**src/rtl/ptw_pkg.sv**
```systemverilog
package ptw_pkg;
  typedef enum logic [1:0] {ACC_READ = 2'd0, ACC_WRITE = 2'd1, ACC_EXEC = 2'd2, ACC_RSVD = 2'd3} acc_e;
  typedef enum logic [1:0] {FLT_NONE = 2'd0, FLT_ABSENT = 2'd1, FLT_PROT = 2'd2} fault_e;
  typedef enum logic [2:0] {
    ST_IDLE, ST_RD_DIR, ST_WT_DIR, ST_RD_PTE, ST_WT_PTE, ST_DONE
  } walk_st_e;
  localparam int BIT_PRESENT = 0;
  localparam int BIT_WRITE   = 1;
  localparam int BIT_USER    = 2;
  localparam int BIT_EXEC    = 3;
endpackage

```
**src/rtl/ptw_perm_chk.sv**
```systemverilog
module ptw_perm_chk
  import ptw_pkg::*;
#(
  parameter int ENT_W = 32
) (
  input  logic [ENT_W-1:0] entry_i,
  input  logic [1:0]       acc_i,
  input  logic             kernel_i,
  output logic             present_o,
  output logic             allow_o
);
  logic wr_ok, ex_ok, usr_ok;

  always_comb begin
    present_o = entry_i[BIT_PRESENT];
    wr_ok     = (acc_i != ACC_WRITE) || entry_i[BIT_WRITE];
    ex_ok     = (acc_i != ACC_EXEC)  || entry_i[BIT_EXEC];
    usr_ok    = kernel_i || entry_i[BIT_USER];
    allow_o   = wr_ok && ex_ok && usr_ok;
  end
endmodule

```
**src/rtl/ptw_addr_gen.sv**
```systemverilog
module ptw_addr_gen #(
  parameter int FRAME_W = 20,
  parameter int IDX_W   = 10,
  parameter int ADDR_W  = 32
) (
  input  logic [FRAME_W-1:0] frame_i,
  input  logic [IDX_W-1:0]   idx_i,
  output logic [ADDR_W-1:0]  addr_o
);
  localparam int LSB_W = ADDR_W - FRAME_W - IDX_W;

  assign addr_o = {frame_i, idx_i, {LSB_W{1'b0}}};
endmodule

```
**src/rtl/pt_walker.sv**
```systemverilog
module pt_walker
  import ptw_pkg::*;
#(
  parameter int VA_W  = 32,
  parameter int OFF_W = 12,
  parameter int IDX_W = 10
) (
  input  logic              clk_i,
  input  logic              rst_ni,
  input  logic              req_valid_i,
  output logic              req_ready_o,
  input  logic [VA_W-1:0]   req_vaddr_i,
  input  logic [1:0]        req_acc_i,
  input  logic              req_kernel_i,
  input  logic [VA_W-OFF_W-1:0] base_frame_i,
  output logic              mem_req_valid_o,
  input  logic              mem_req_ready_i,
  output logic [VA_W-1:0]   mem_addr_o,
  input  logic              mem_rsp_valid_i,
  input  logic [VA_W-1:0]   mem_rsp_data_i,
  output logic              done_o,
  output logic [VA_W-1:0]   paddr_o,
  output logic [1:0]        fault_o
);
  localparam int FRAME_W = VA_W - OFF_W;
  localparam int HI_LSB  = OFF_W + IDX_W;

  walk_st_e          state_q;
  logic [VA_W-1:0]   va_q;
  logic [1:0]        acc_q;
  logic              kern_q;
  logic [FRAME_W-1:0] base_q, tbl_q;
  logic [VA_W-1:0]   paddr_q;
  fault_e            fault_q;

  logic              lvl2;
  logic [FRAME_W-1:0] cur_frame;
  logic [IDX_W-1:0]  cur_idx;
  logic              ent_present, ent_allow;

  assign lvl2      = (state_q == ST_RD_PTE) || (state_q == ST_WT_PTE);
  assign cur_frame = lvl2 ? tbl_q : base_q;
  assign cur_idx   = lvl2 ? va_q[OFF_W +: IDX_W] : va_q[HI_LSB +: IDX_W];

  ptw_addr_gen #(.FRAME_W(FRAME_W), .IDX_W(IDX_W), .ADDR_W(VA_W)) u_addr (
    .frame_i (cur_frame),
    .idx_i   (cur_idx),
    .addr_o  (mem_addr_o)
  );

  ptw_perm_chk #(.ENT_W(VA_W)) u_perm (
    .entry_i   (mem_rsp_data_i),
    .acc_i     (acc_q),
    .kernel_i  (kern_q),
    .present_o (ent_present),
    .allow_o   (ent_allow)
  );

  always_ff @(posedge clk_i or negedge rst_ni) begin
    if (!rst_ni) begin
      state_q <= ST_IDLE;
      va_q    <= '0;
      acc_q   <= '0;
      kern_q  <= 1'b0;
      base_q  <= '0;
      tbl_q   <= '0;
      paddr_q <= '0;
      fault_q <= FLT_NONE;
    end else begin
      unique case (state_q)
        ST_IDLE: if (req_valid_i) begin
          va_q    <= req_vaddr_i;
          acc_q   <= req_acc_i;
          kern_q  <= req_kernel_i;
          base_q  <= base_frame_i;
          paddr_q <= '0;
          fault_q <= FLT_NONE;
          state_q <= ST_RD_DIR;
        end
        ST_RD_DIR: if (mem_req_ready_i) state_q <= ST_WT_DIR;
        ST_WT_DIR: if (mem_rsp_valid_i) begin
          if (!ent_present) begin
            fault_q <= FLT_ABSENT;
            state_q <= ST_DONE;
          end else if (!ent_allow) begin
            fault_q <= FLT_PROT;
            state_q <= ST_DONE;
          end else begin
            tbl_q   <= mem_rsp_data_i[VA_W-1 -: FRAME_W];
            state_q <= ST_RD_PTE;
          end
        end
        ST_RD_PTE: if (mem_req_ready_i) state_q <= ST_WT_PTE;
        ST_WT_PTE: if (mem_rsp_valid_i) begin
          if (!ent_present)      fault_q <= FLT_ABSENT;
          else if (!ent_allow)   fault_q <= FLT_PROT;
          else paddr_q <= {mem_rsp_data_i[VA_W-1 -: FRAME_W], va_q[OFF_W-1:0]};
          state_q <= ST_DONE;
        end
        ST_DONE: state_q <= ST_IDLE;
        default: state_q <= ST_IDLE;
      endcase
    end
  end

  assign req_ready_o     = (state_q == ST_IDLE);
  assign mem_req_valid_o = (state_q == ST_RD_DIR) || (state_q == ST_RD_PTE);
  assign done_o          = (state_q == ST_DONE);
  assign paddr_o         = paddr_q;
  assign fault_o         = fault_q;


  done_pulse_chk: assert property (@(posedge clk_i) disable iff (!rst_ni)
    done_o |=> !done_o);

  fault_code_chk: assert property (@(posedge clk_i) disable iff (!rst_ni)
    done_o |-> (fault_o != 2'd3));

  mem_hold_chk: assert property (@(posedge clk_i) disable iff (!rst_ni)
    (mem_req_valid_o && !mem_req_ready_i) |=> (mem_req_valid_o && $stable(mem_addr_o)));

  addr_align_chk: assert property (@(posedge clk_i) disable iff (!rst_ni)
    mem_req_valid_o |-> (mem_addr_o[1:0] == 2'b00));

  idle_quiet_chk: assert property (@(posedge clk_i) disable iff (!rst_ni)
    req_ready_o |-> (!mem_req_valid_o && !done_o));
endmodule

```
**config.mk**
```make
export PLATFORM = sky130hd
export DESIGN_NAME = pt_walker
export DESIGN_NICKNAME = d
export VERILOG_FILES = /design/src/rtl/ptw_pkg.sv /design/src/rtl/ptw_perm_chk.sv /design/src/rtl/ptw_addr_gen.sv /design/src/rtl/pt_walker.sv
export SDC_FILE = /design/constraint.sdc
export NUM_CORES = 1
export LEC_CHECK = 0
export CAP_MARGIN = 5
export CORE_UTILIZATION = 50
export DETAILED_ROUTE_END_ITERATION = 8
export GPL_TIMING_DRIVEN = 0
export HOLD_SLACK_MARGIN = 0.05
export PLACE_DENSITY = 0.91
export SLEW_MARGIN = 30
export SYNTH_ARGS = -nofsm -noshare
export SYNTH_HDL_FRONTEND = slang
export SYNTH_SLANG_ARGS = --single-unit
```
**constraint.sdc**
```tcl
create_clock -name clk_i -period 4.5 [get_ports clk_i]
set_input_delay 0.45 -clock clk_i [delete_from_list [all_inputs] [get_ports clk_i]]
set_output_delay 0.45 -clock clk_i [all_outputs]
set_load 0.005 [all_outputs]
```
Word level (Yosys, flattened, before mapping)
Cells that the tools add are included.
- output and inout port bits: 69
- logic and storage cells: 60
- register bits: 112
- eq/ne operators: 16
- mux-type cells: 20
- reductions and logical operators: 16
- operators with widths (cell ; count):
    2-to-1 mux 32 bit ; 4
    one-hot mux 32 bit (2 select lines) ; 1
    2-to-1 mux 3 bit ; 7
    2-to-1 mux 20 bit ; 1
    inequality test 2 bit (second input constant) ; 8
    one-hot mux 3 bit (5 select lines) ; 1
    2-to-1 mux 10 bit ; 1
    AND reduction 5 bit ; 2
    2-to-1 mux 2 bit ; 4
    AND reduction 4 bit ; 2
    == test 3 x 2 -> 1 bit (second input constant) ; 2
    == test 3 bit (second input constant) ; 2
    logical OR 1 bit ; 5
    inequality test 2 x 1 -> 1 bit (second input constant) ; 2
    one-hot mux 2 bit (2 select lines) ; 1
    nonzero test 2 bit ; 2
    == test 3 x 1 -> 1 bit (second input constant) ; 1
    logical NOT 3 bit ; 1
    inequality test 3 bit (second input constant) ; 1
    logical AND 1 bit ; 2
    AND reduction 2 bit ; 1
    OR reduction 2 bit ; 1

Logic depth before layout (Yosys ltp)
Gate-level depths: netlist of run 1.
- depth after elaboration: 8
- gate-level depth with buffers: 7

Modules after synthesis
A second synthesis of run 1 with hierarchy kept.
- cells, all modules: 411
- area total of the unflattened synthesis: 5177.5 µm²
- modules (own cells, without submodules) (module ; area an instance (µm²) ; seq. area each (µm²) ; cells an instance ; instances):
    pt_walker ; 4893.4 ; 2802.7 ; 373 ; 1
    ptw_addr_gen ; 244.0 ; 0.0 ; 33 ; 1
    ptw_perm_chk ; 40.0 ; 0.0 ; 5 ; 1

Least setup slack after synthesis of run 1
OpenSTA, ideal clock, no wires.
- kind: register -> output
- from: register state_q[1]
- to: output mem_addr_o[10]
- data arrival time: 1551 ps
- buffers on the path: 2
- cell stages (with the launch flop): 7
- slack: 2499 ps
- data required time: 4050 ps
- path through: dfrtp_1 -> buf_2 -> nand2b_1 -> nor2_4 -> o21bai_1 -> buf_4 -> mux2_2
- longest elaborated chain between the ends: 3
- RTL lines (what ; line ; RTL):
    start: declaration ; pt_walker.sv:28 ; walk_st_e state_q;
    start signal: assignment ; pt_walker.sv:61 ; state_q <= ST_IDLE;
    start signal: assignment ; pt_walker.sv:78 ; state_q <= ST_RD_DIR;
    start signal: assignment ; pt_walker.sv:80 ; ST_RD_DIR: if (mem_req_ready_i) state_q <= ST_WT_DIR;
    == test 3 x 2 -> 1 bit or == test 3 bit (tied branches) ; pt_walker.sv:41 ; assign lvl2 = (state_q == ST_RD_PTE) || (state_q == ST_WT_PTE);
    logical OR 1 bit (*) ; pt_walker.sv:41 ;
    2-to-1 mux 10 bit (*) ; pt_walker.sv:43 ; assign cur_idx = lvl2 ? va_q[OFF_W +: IDX_W] : va_q[HI_LSB +: IDX_W];
    end: declaration ; pt_walker.sv:18 ; output logic [VA_W-1:0] mem_addr_o,
Every way passes the cells marked *; elsewhere a longest branch is shown, timed or not.

Worst setup path in the final report of run 1
- from: register state_q[1]
- to: output mem_addr_o[14]
- longest elaborated chain between the ends: 3
- RTL lines (what ; line ; RTL):
    == test 3 x 2 -> 1 bit or == test 3 bit (tied branches) ; pt_walker.sv:41 ;
    logical OR 1 bit (*) ; pt_walker.sv:41 ;
    2-to-1 mux 20 bit (*) ; pt_walker.sv:42 ; assign cur_frame = lvl2 ? tbl_q : base_q;
Marks and branches as above.

==> results.tsv, run 1 <==
metric	value	unit
status	finished clean	
clock-skew-final	9.20	ps
fp-row-count	35	
worstSetupPathType	reg2out	
cts_resized	0	
synth_cell_types	35	
period_minus_slack	3130	ps
ys_async_sr_fraction	100	%
cts_made_buffers	9	
wl_per_cell	16.4	um
synth_seq_cells	112	
yosys.area.top_type	dfrtp_1	
grt_first_pass_wirelength	20400	um
initial_core_util	52.4	%
via_count	4018	
clock-sinks	112	
yosysMostFrequentCell	nand2_1	
synth_ff_type	dfrtp_1	
grtUsageTotal	26.4	%
tightest_slew	665	ps
cp_max_fo	10	
chipWidth	101	um
yosysSeqAreaShare	57.1	%
p_leak	3.13	nW
required	4050	ps
clk-insertion-delay-late	360	ps
powerDensity	579	nW/um^2
pre_cts_ws	1790	ps
clock_path_buffers	2	
postSynthAreaPerCell	9.93	um^2
layout_setup_ws	1370	ps
ir_drop	0.274	mV
final_net_count	750	
synthCells	494	
yosysTopAreaCellShare	57.1	%
dp_hpwl	9560	um
die_h	101	um
multiInputGateArea	1930	um^2
final.fill_count	705	
yosysWarnings	0	
setup_violations	0	
via_per_inst	5.07	
clk_pin_slew_worst_paths	100	ps
max-cap-violations	0	
min_path_type	reg2reg	
cts_tree	done	
regArea	2800	um^2
antenna_found_initial	0	
drive_gt1_share	13.4	%
die_area	10200	um^2
gp_congestion	0.796	
power	3.94	mW
synthToLayoutAreaGrowth	38.8	%
n_antenna_cell	0	
fin_crit_sh	69.6	%
drt_pass1_iterations	4	
port_buffers	150	
ff2ff_path_depth	5	
grt-ovfl-total	0	
arrival	2680	ps
ant_nets	0	
rsz0062_at_grt	false	
coreArea	9370	um^2
ios	161	
max_freq	0.319	GHz
synth_edf_count	0	
min_delay_path_depth	2	
hold_violations	0	
synth_commonest_cells	nand2_1, dfrtp_1, o21ai_0, mux2_2, mux2_4	
ys_top_cells_by_area	dfrtp_1, nand2_1, mux2_2	
max-slew-margin-rel	55.3	%
cts_root_buf	clkbuf_8	
drt-initial-drc-count	152	
drt_wl_total	13000	um
h-tree-depth	3	
setup.worst_path.end_class	output port	
grt_pass1_vias	4219	
grt_max_degree	58	
cp-start-kind	flip-flop	
slew_violations	0	
synth_area	4910	um^2
drc	0	
[path summary, 6_finish.rpt]
check | startpoint | to | slack [ps]
max | state_q[1] | mem_addr_o[14] | 1370
min | va_q[24] | va_q[24] | 480
max reg2reg | state_q[0] | paddr_o[14] | 2420
min reg2reg | va_q[24] | va_q[24] | 480
max in group asynchronous | rst_ni | va_q[29] | 3220
min in group asynchronous | rst_ni | base_q[5] | 610
[placed cells by master (no fill, tap or decap), types with 2 or more instances in the layout]
master and instances:
o32ai_1 2, inv_1 7, nand2_1 226, mux2_4 20, o21ai_0 36, dfrtp_1 112, clkinv_4 2, buf_2 8
mux2_2 30, clkdlybuf4s50_1 149, buf_1 7, buf_4 5, inv_6 2, nand3_1 6, nor3b_1 2, conb_1 2
nor2_1 2, clkbuf_1 8, clkbuf_8 12, buf_6 3, nand2b_1 2
[metal layers]
layer  up-vias  share of wire [%]  GRT usage (%)
met5         -                  0              0
met4         0                2.0           8.03
met3        23                6.3           5.89
met2       159                 51           47.4
met1      1928                 40           31.6
li1       1908                  -              -
[report_power, final]
group          internal [mW]  switching (mW)
clock                  0.254           0.341
combinational          0.982           0.778
sequential              1.38           0.212
total                   2.61            1.33
[metrics by stage]
step                hold slack (ps)  util [%]  std cells  area (um^2)  TNS [ps]
floorplan                       154         -        495         4910         0
global placement                453      70.1        774         6570   -123460
detailed placement              446      70.5        775         6600         0
CTS                             489      72.7        792         6810         0
global route                    504      72.7        792         6810         0
finish                          483      72.7        792         6810         0
[state kept, by name, summed over array words and instances (netlist names)]
name / flops
acc_q: 2
base_q: 20
fault_o: 2
kern_q: 1
paddr_o: 32
state_q: 3
tbl_q: 20
va_q: 32
[layout make-up]
| cell class | count | area share [%] |
|---|---|---|
| well taps | 129 | 2.37 |
| clock inverters | 4 | 0.514 |
| plain buffers | 30 | 2.30 |
| repair buffers | 152 | 22.6 |
| clock buffers | 12 | 2.42 |
| multi-input cells | 346 | 28.3 |
| inverters | 7 | 0.386 |
| flip-flops and latches | 112 | 41.1 |
[what timing repair did]
item                                   4_1_cts  5_1_grt
hold buffers                                 1        0
setup buffers                                0        0
endpoints found under the hold margin        3        0
[cell families (layout without fill, tap and decap cells)]
family	Yosys count	after routing	share of synthesized area, %
flops	112	112	57.1
other cells	1	2	0.0764
mux	50	50	13.0
simple gates	248	248	20.7
xor+xnor	1	1	0.179
compound gates	45	45	5.20
buf+inv	37	205	3.72
[critical path: stages, from the launching register on]
cell and delay, ps:
dfrtp_1 370, buf_2 170, nand2b_1 220, nor2_4 220, o21bai_1 220, buf_4 280
mux2_2 360, clkdlybuf4s50_1 480
No activity file was read; power rests on OpenSTA's default activity.
==> run 2, diff against run 1 <==
--- a/config.mk
+++ b/config.mk
@@ -6,11 +6,11 @@
 export NUM_CORES = 1
 export LEC_CHECK = 0
 export CAP_MARGIN = 5
-export CORE_UTILIZATION = 50
+export CORE_UTILIZATION = 46
 export DETAILED_ROUTE_END_ITERATION = 8
 export GPL_TIMING_DRIVEN = 0
 export HOLD_SLACK_MARGIN = 0.05
-export PLACE_DENSITY = 0.91
+export PLACE_DENSITY = 0.85
 export SLEW_MARGIN = 30
 export SYNTH_ARGS = -nofsm -noshare
 export SYNTH_HDL_FRONTEND = slang
==> constraint.sdc (replaced) <==
create_clock -name clk_i -period 2.9 [get_ports clk_i]
set_input_delay 0.29 -clock clk_i [delete_from_list [all_inputs] [get_ports clk_i]]
set_output_delay 0.29 -clock clk_i [all_outputs]
set_load 0.005 [all_outputs]
==> results.tsv, run 2 (synthesized netlist as in run 1, its figures left out) <==
metric	value	unit
slew_violations	0	
p_leak	3.13	nW
fin_crit_sh	95.9	%
clock-skew-final	9.62	ps
min_path_type	in2async	
setup_tns	0	ps
rsz0062_at_grt	false	
arrival	2490	ps
final.fill_count	829	
grt-ovfl-total	0	
grt_first_pass_wirelength	20600	um
synthToLayoutAreaGrowth	39.5	%
cp-start-kind	flip-flop	
antenna_found_initial	0	
grt_pass1_vias	4072	
drt_wl_total	12500	um
die_area	11100	um^2
via_count	4069	
r2r_slack	850	ps
max_freq	0.360	GHz
power	6.14	mW
drt_pass1_iterations	4	
crit-reg2reg-launch	state_q[1]	
max-cap-violations	0	
ff2ff_path_depth	5	
fp-row-count	37	
n_antenna_cell	0	
pre_cts_ws	331	ps
setup_violations	0	
clock-sinks	112	
tightest_slew	615	ps
initial_core_util	47.5	%
worstSetupPathType	reg2out	
final_cell_mix	nand2_1, clkdlybuf4s50_1, dfrtp_1, o21ai_0, mux2_2	
drive_gt1_share	13.6	%
ant_nets	0	
grtUsageTotal	23.9	%
clk-insertion-delay-late	370	ps
layout_setup_ws	119	ps
coreArea	10300	um^2
gp_congestion	0.877	
max-slew-margin-rel	58.7	%
cp-endpoint	mem_addr_o[12]	
period_minus_slack	2780	ps
setup.worst_path.end_class	output port	
cts_made_buffers	9	
cts_tree	done	
chipWidth	105	um
post-route-util	66.3	%
clk_pin_slew_worst_paths	100	ps
drt-initial-drc-count	175	
cts_root_buf	clkbuf_8	
required	2610	ps
status	finished clean	
via_per_inst	5.09	
h-tree-depth	3	
powerDensity	898	nW/um^2
grt_max_degree	58	
r2r_end	paddr_o[13]	
ios	161	
placedCellCount	782	
hold_violations	0	
critPathLaunch	state_q[1]	
cp_max_fo	10	
ir_drop	0.497	mV
die_h	105	um
final_net_count	751	
port_buffers	150	
drc	0	
dp_hpwl	9200	um
layout_commonest_cell	nand2_1	
fin_cells	800	
wl_per_cell	15.7	um
clock_path_buffers	2	
[run 2: metrics by stage]
stage | hold WS [ps] | cell area [um^2]
after floorplan | -5.59 | 4910
after global routing | 413 | 6850
after global placement | 453 | 6580
after detailed placement | 284 | 6610
after CTS | 426 | 6840
final | 436 | 6850
[run 2: repair_timing]
item	CTS	global route
resized for setup	4	1
endpoints found under the hold margin	56	0
buffers inserted	1	0
hold buffers	1	0
endpoints found under the setup margin	30	2
pin swaps	1	0
[run 2: area by class of cell]
class / instances / area [um^2] / share of cell area (%)
plain buffers: 30 / 168 / 2.45
clock inverters: 4 / 53.8 / 0.786
well taps: 136 / 170 / 2.49
inverters: 7 / 26.3 / 0.384
repair buffers: 153 / 1550 / 22.6
clock buffers: 12 / 145 / 2.12
multi-input cells: 346 / 1930 / 28.2
flip-flops and latches: 112 / 2800 / 40.9
[run 2: how the worst min path moves through the flow]
stage | slack, ps | end | start
3_3_place_gp | 450 | va_q[15] | va_q[15]
2_1_floorplan | -6 | acc_q[0] | rst_ni
4_1_cts | 430 | va_q[27] | req_vaddr_i[27]
3_5_place_dp | 280 | base_q[5] | rst_ni
5_1_grt | 410 | va_q[27] | req_vaddr_i[27]
6_report | 440 | base_q[5] | rst_ni
[run 2: routing by layer]
metal	global-route usage, %	share of wire [%]
met5	0	0
met4	7.55	1.8
met3	5.07	5.0
met1	31.4	44
met2	39.6	50
[run 2: where the power goes]
| part | switching (mW) | total (mW) | leakage (nW) | internal (mW) |
|---|---|---|---|---|
| Sequential | 0.321 | 2.46 | 1.45 | 2.14 |
| Combinational | 1.21 | 2.75 | 1.59 | 1.55 |
| Clock | 0.507 | 0.933 | 0.0928 | 0.426 |
[run 2: critical path, cell delays in order (launching register included)]
cell and delay (ps):
dfrtp_1 380, buf_2 180, nand2b_2 230, nor2_4 120, o21bai_2 170, buf_6 210
mux2_2 340, clkdlybuf4s50_1 490
==> run 3, diff against run 2 <==
==> constraint.sdc (replaced) <==
create_clock -name clk_i -period 2.9 [get_ports clk_i]
set_input_delay 0.58 -clock clk_i [delete_from_list [all_inputs] [get_ports clk_i]]
set_output_delay 0.58 -clock clk_i [all_outputs]
set_load 0.005 [all_outputs]
==> results.tsv, run 3 (synthesized netlist as in run 1, its figures left out) <==
metric	value	unit
seqPwrFrac	39.5	%
max-cap-violations	0	
grt_max_degree	58	
status	finished clean	
die_area	11100	um^2
rsz0062_at_grt	false	
clk-insertion-delay-late	370	ps
initial_core_util	47.5	%
grt-ovfl-total	0	
coreArea	10300	um^2
final_cell_mix	nand2_1, clkdlybuf4s50_1, dfrtp_1, o21ai_0, mux2_2	
power.share.switching	33.7	%
drt_pass1_iterations	4	
fin_crit_sh	97.8	%
ios	161	
die_h	105	um
cp_max_fo	5	
post-route-util	67.8	%
n_antenna_cell	0	
chipWidth	105	um
drt_wl_total	13100	um
grt_pass1_vias	4129	
regArea	2810	um^2
cts_made_buffers	9	
ir_drop	0.482	mV
p_sw	2.11	mW
cts_tree	done	
grt_first_pass_wirelength	21200	um
ant_nets	0	
power_frac_comb	45.6	%
powerDensity	892	nW/um^2
wl_per_cell	16.2	um
worstSetupPathType	reg2out	
drive_gt1_share	15.3	%
hold_violations	0	
drt-initial-drc-count	182	
port_buffers	150	
p_int	4.14	mW
setup_tns	0	ps
period_minus_slack	2840	ps
grtUsageTotal	24.7	%
setup.worst_path.end_class	output port	
via_per_inst	5.06	
cts_root_buf	clkbuf_8	
via_count	4093	
max_freq	0.353	GHz
clock_path_buffers	2	
drc	0	
final_net_count	760	
power	6.25	mW
required	2320	ps
gp_congestion	0.877	
final.fill_count	810	
dp_hpwl	9200	um
slew_violations	0	
power_frac_clock	15.0	%
tightest_slew	616	ps
clock-sinks	112	
multiInputGateArea	1950	um^2
ctsHoldBuffers	0	
setup_violations	0	
p_leak	3.45	nW
h-tree-depth	3	
clock-skew-final	11.1	ps
fin_cells	809	
max-slew-margin-rel	58.6	%
arrival	2260	ps
cp-start-kind	flip-flop	
post_dp_cell_area	6610	um^2
synthToLayoutAreaGrowth	42.7	%
clk_pin_slew_worst_paths	100	ps
fin_area	7000	um^2
layout_commonest_cell	nand2_1	
fp-row-count	37	
antenna_found_initial	0	
placedCellCount	782	
min_path_type	in2async	
## run 3: through the flow
stage | hold slack [ps] | worst slack (ps)
floorplan | 284 | 769
global route | 194 | 1.50
finish | 157 | 64.0
global placement | 453 | -2890
detailed placement | 460 | 41.1
CTS | 171 | 12.5
## run 3: cell type report
class	instances	share of cell area [%]
sequential	112	40.1
multi-input combinational	346	27.9
timing repair buffer	163	24.1
tap	136	2.43
buffer	29	2.36
clock buffer	12	2.07
clock inverter	4	0.768
inverter	7	0.375
## run 3: worst paths after layout
| kind | startpoint | to | slack, ps | depth (start not counted) |
|---|---|---|---|---|
| setup / recovery | state_q[1] | mem_addr_o[18] | 60 | 7 |
| hold / removal | rst_ni | base_q[5] | 160 | 1 |
| setup reg to reg | state_q[1] | paddr_o[13] | 690 | 6 |
| hold reg to reg | base_q[3] | base_q[3] | 480 | 2 |
| max in group asynchronous | rst_ni | base_q[1] | 2090 | 2 |
| min in group clk_i | base_q[3] | base_q[3] | 480 | 2 |
## run 3: power groups by stage
stage,Combinational (mW),Clock (mW),Sequential [mW]
CTS,2.88,0.955,2.46
finish,2.85,0.936,2.46
detailed placement,2.73,0,2.48
global placement,2.64,0,2.44
floorplan,1.49,0,2.38
global route,3.09,1.02,2.53
## run 3: metal layers
layer | part of all wire (%) | vias to the layer above | global-route usage, % | routed length, um
li1 | - | 1929 | - | -
met1 | 42 | 1998 | 32.2 | 5580
met2 | 51 | 151 | 41.4 | 6660
met3 | 5.2 | 15 | 4.51 | 683
met4 | 1.6 | 0 | 8.55 | 216
met5 | 0 | - | 0 | 0
## run 3: timing repair
| item | CTS | global route |
|---|---|---|
| pin swaps | 2 | 0 |
| buffers inserted | 5 | 4 |
| resized for setup | 23 | 21 |
| setup endpoints to repair | 30 | 23 |
| cloned | 3 | 0 |
## run 3: worst max-delay path, stage by stage, from the launching register on
cell	delay, ps
dfrtp_2	430
nand2b_4	170
nor2_4	110
o21bai_4	130
buf_12	140
buf_6	130
mux2_2	330
clkdlybuf4s50_1	440
